### src/rtl/irq_prio_ctl.sv
module irq_prio_ctl #(
  parameter int NSRC = 6,
  parameter int VW   = 3,
  parameter int RW   = 8,
  parameter int GPIO_SRC = 4
) (
  input  logic          clk,
  input  logic          rst_n,
  input  logic          tmr_fast_tick,
  input  logic          tmr_slow_tick,
  input  logic          ep0_out_done,
  input  logic          ep0_out_nak,
  input  logic          ep0_in_acked,
  input  logic          ep1_in_acked,
  input  logic          gpio_evt,
  input  logic          wake_pin,
  input  logic          en_we,
  input  logic [RW-1:0] en_wdata,
  output logic [RW-1:0] en_rdata,
  input  logic          ack,
  output logic          irq,
  output logic [VW-1:0] vec
);
  localparam int GPIO_BIT = 6;

  logic [RW-1:0]   en_q;
  logic [NSRC-1:0] pend_q;
  logic            wake_d;
  logic [NSRC-1:0] ev, gate, act, ack_hit;

  assign ev = {wake_pin & ~wake_d, gpio_evt, ep1_in_acked,
               ep0_in_acked | (ep0_out_done & ~ep0_out_nak),
               tmr_slow_tick, tmr_fast_tick};
  assign gate = {en_q[7], en_q[6], en_q[4:1]};
  assign act  = pend_q & gate;
  assign irq  = |act;
  assign en_rdata = en_q;

  always_comb begin
    vec = '0;
    for (int i = NSRC - 1; i >= 0; i--)
      if (act[i]) vec = VW'(i);
  end

  assign ack_hit = (ack && irq) ? (NSRC'(1) << vec) : '0;

  always_ff @(posedge clk or negedge rst_n) begin
    if (!rst_n) begin
      en_q   <= '0;
      pend_q <= '0;
      wake_d <= 1'b0;
    end else begin
      wake_d <= wake_pin;
      pend_q <= (pend_q & ~ack_hit) | ev;
      if (en_we) en_q <= en_wdata;
      else if (ack_hit[GPIO_SRC]) en_q[GPIO_BIT] <= 1'b0;
    end
  end
endmodule


### config.mk
export PLATFORM = sky130hd
export DESIGN_NAME = irq_prio_ctl
export DESIGN_NICKNAME = d
export VERILOG_FILES = /design/src/rtl/irq_prio_ctl.sv
export SDC_FILE = /design/constraint.sdc
export NUM_CORES = 1
export LEC_CHECK = 0
export BUFFER_PORTS_ARGS = -buffer_cell sky130_fd_sc_hd__buf_2
export CELL_PAD_IN_SITES_DETAIL_PLACEMENT = 1
export CELL_PAD_IN_SITES_GLOBAL_PLACEMENT = 1
export CORE_MARGIN = 3
export CORE_UTILIZATION = 33
export DETAILED_ROUTE_END_ITERATION = 10
export PLACE_DENSITY = 0.87
export SYNTH_ARGS = -nofsm -noshare
export SYNTH_HDL_FRONTEND = slang
export SYNTH_SLANG_ARGS = --single-unit
### constraint.sdc
create_clock -name clk -period 2.03 [get_ports clk]
set_input_delay 0.203 -clock clk [delete_from_list [all_inputs] [get_ports clk]]
set_output_delay 0.203 -clock clk [all_outputs]
set_load 0.05 [all_outputs]
==> After elaboration in Yosys (flattened, before gate mapping) <==
Cells that the tools add are included.
{ "op_classes": {"shifts": 1, "muxes": 9, "bitwise_logic": 9, "reduce_logical": 3} }
{ "ops": {"columns": ["op", "count"], "rows": [
  ["$mux 3", 6],
  ["$and 6x6->6", 2],
  ["$mux 6", 1],
  ["$not 6->6", 1],
  ["$or 6x6->6", 1],
  ["$reduce_or 6->1", 1],
  ["$shl 1x3->6 const A", 1],
  ["$and 1x1->1", 2],
  ["$mux 1", 2],
  ["$not 1->1", 2],
  ["$reduce_bool 2->1", 1],
  ["$logic_and 1x1->1", 1],
  ["$or 1x1->1", 1]
]} }
{ "word_totals": {"ff_bits": 15, "output_inout_bits": 12, "wordCells": 26} }

==> Logic depth before layout (Yosys ltp) <==
{ "logic_depth": {"word_depth": 12, "mapped_depth": 4, "mapped_depth_nobuf": 4} }

==> Worst setup path after synthesis <==
Ideal clock, no wire load.
{ "synth_path": {"kind": "register to output", "start": "reg en_q[4], in the netlist en_rdata[4]", "end": "out vec[2]", "t_arrival_ps": 1970, "required_ps": 1827, "path_slack_ps": -143, "path_stages_with_launch": 3, "path_buffers": 0, "cell_sequence": "dfrtp_1 a22o_1 nor3_1"} }
{ "synth_between": {"elab_chain_len": 5} }
{ "synth_rtl": {"columns": ["element", "line", "source"], "rows": [
  ["start: declaration", "26", "logic [RW-1:0] en_q;"],
  ["start signal: assignment", "55", "if (en_we) en_q <= en_wdata;"],
  ["$and 6x6->6", "35", "assign act = pend_q & gate;"],
  ["$mux 3 (4 in a row)", "42", "if (act[i]) vec = VW'(i);"],
  ["end: declaration", "22", "output logic [VW-1:0] vec"]
]} }
No other way between the ends.

==> Final worst setup path <==
{ "layout_path": {"start": "reg en_q[4], in the netlist en_rdata[4]", "end": "reg en_q[6], in the netlist en_rdata[6]"} }
{ "layout_between": {"elab_chain_len": 8, "elab_cells_between_ends": 10} }
{ "layout_rtl": {"columns": ["element", "line", "source"], "rows": [
  ["$and 6x6->6 *", "35", null],
  ["$mux 3 (4 in a row)", "42", null],
  ["$shl 1x3->6", "45", "assign ack_hit = (ack && irq) ? (NSRC'(1) << vec) : '0;"],
  ["$mux 6 *", "45", null],
  ["$reduce_bool 2->1 (no line) *", null, null]
]} }
Mark *: on every way between the ends. The rest lies on a longest branch, timed or not.
A chain may end at the register's enable or synchronous reset.

==> metrics.txt <==
# Post-CTS Setup Buffers 0; Crit Path Max Fanout 5; pin count of the biggest net entering global routing 16; Worst path most repeated cell a22o_1; setup ws final 0.286 ns; # nets final 111; hold path depth 1; Primary FF master, synth dfrtp_1; CORE AREA 0.00184 mm^2; total CTS buffers 3; status finished clean; die width 51.5 um; FF/Latch Area 375 um^2; setup TNS 0 ns; Clk pin slew, worst setup/hold paths 0.10 ns; iteration-0 DRC count of the detailed router 6; I/O Buffers 31; GRT Util Overall 14.9%; die area 0.00265 mm^2; Leak 0.419 nW; final antenna-violating net count 0; Seq/Total Area, Yosys 55.0%; Least-Margin Pin Slew 0.339 ns; unrepaired setup endpoints after global routing false; min cycle time layout 1.74 ns; WS Path Type reg -> reg; post-cts hold buffer count 1; H-tree levels 1; Fin. Hold Viols 0; dpl ws 0.291 ns; fillers 229; worst-skew pair later-pin latency 0.28 ns; critical path, cell by cell a22o_1 -> or4b_1 -> o21bai_1 -> a22o_1; via/cell ratio 5.36; top-count cell post-synth dfrtp_1; final wirelength 1730 um; CTS tree yes; Starting Density 37.1%; Max Root-Sink Buffers 2; Distinct cells, synth 21; crit end category flop; VDD IR max 0.000495 V; max-slew violation count 0; area grow syn2layout 33.4%; FMAX 0.573 GHz; Synth top area share 55.0%; routed vias 616; Synth Instances 55; synth warn 0; hold_ws 0.0419 ns; Slew headroom 77.4%; gp weighted congestion 0.927; synthesized flop and latch total 15; # diodes 0; # DRC 0; cell area after synthesis 682 um^2; CP Launch Type flop; Rows 15; initial antenna violation count 0; DRT Pass-1 Iters 4; Post-Syn Area per Cell 12.4 um^2; Async S/R FF share, synth 100%; CTS resizes 0; Post-synth EDFFs 0; Final period util 85.9%; wire length of the first global-routing pass 2930 um; layout cells sized above 1 48.9%; CP required 2.21 ns; Max Clock Skew 0.00356 ns; synth top area cells dfrtp_1 (55%), mux2_2 (12%), a22o_1 (5.1%), a21o_1 (3.3%), a31oi_4 (3.1%); post-synth net total 75; power density cells 830 mW/mm^2; Finish-stage setup viols 0; multi-input combinational cell area 300 um^2; I/O pin total 32; vias in the first global route 655; worst endpoint data arrival time 1.93 ns; chip height 51.5 um; total congestion overflow 0; cells on worst reg2reg path 4; Max-cap violations 0; Critical Path Max Stage Delay 0.54 ns; CP max-delay cell or4b_1; worst min-delay path category in -> reg; clk sinks 15; Root Driver clkbuf_4; HPWL Detailed 1380 um; wire length per cell 15.1 um; Commonest cells post-synth dfrtp_1 (15), mux2_2 (7), a22o_1 (4), nand2_1 (4), a21o_1 (3); Yosys top cell by area dfrtp_1
-- worst paths after layout --
path | end | start | slack [ns]
worst max-delay path | en_rdata[6]$_DFFE_PN0P_ | en_rdata[4]$_DFFE_PN0P_ | 0.29
worst min-delay path | wake_d$_DFF_PN0_ | wake_pin | 0.04
worst max register to register | en_rdata[6]$_DFFE_PN0P_ | en_rdata[4]$_DFFE_PN0P_ | 0.29
worst min register to register | pend_q[5]$_DFF_PN0_ | wake_d$_DFF_PN0_ | 0.44
max in group asynchronous | pend_q[3]$_DFF_PN0_ | rst_n | 1.43
min in group asynchronous | en_rdata[6]$_DFFE_PN0P_ | rst_n | 0.35
-- worst max-delay path: cells and delay by family (launching register included) --
kind	cells	cell delay, ns
simple gates	1	0.54
compound gates	3	0.65
flops	1	0.45
-- sequential cells by signal (all words and copies together), names as in the netlist --
signal and flops:
en_rdata 8, pend_q 6, wake_d 1
-- per-stage QoR --
stage	power [mW]	std cells	cell area (um^2)	util [%]
2_1_floorplan	0.513	55	687	-
3_3_place_gp	0.577	110	870	47.3
3_5_place_dp	0.583	110	870	47.3
4_1_cts	0.768	115	910	49.5
5_1_grt	0.805	115	910	49.5
6_report	0.755	115	910	49.5
-- where the power goes --
group / internal [mW] / total, mW / switching (mW)
Combinational: 0.0727 / 0.226 / 0.153
Clock: 0.0748 / 0.178 / 0.103
Sequential: 0.323 / 0.352 / 0.0287
-- cells by family (layout without fill, tap and decap cells) --
group,count (synthesis),in the layout,share of synthesized area (%)
buffers and inverters,3,38,1.65
AO/OA/AOI/OAI,17,17,21.8
AND/OR/NAND/NOR,13,13,9.91
flip-flops,15,15,55.0
multiplexers,7,7,11.6
-- routing by layer --
metal  routed length (um)  vias to the layer above  global-route usage (%)
met5                    0                        -                       0
met2                  870                       25                    25.2
met1                  727                      304                    17.7
met4                    9                        0                    3.06
met3                  123                        2                    5.83
li1                     -                      285                       -
-- cell type report --
type / instances / area share, %
clock buffers: 3 / 2.48
clock inverters: 1 / 0.825
inverters: 2 / 0.825
multi-input cells: 37 / 33.0
flip-flops and latches: 15 / 41.3
well taps: 25 / 3.44
repair buffers: 32 / 18.2
-- cell usage in the layout (no fill, tap or decap), drive strengths merged, types with 2 or more instances in the layout --
master,instances
o31ai,2
nor2,2
inv,2
mux2,7
nand4,2
nand2,4
dfrtp,15
a21o,3
a22o,4
o21bai,2
buf,31
a22oi,2
clkbuf,3
No activity file was read; power rests on OpenSTA's default activity.
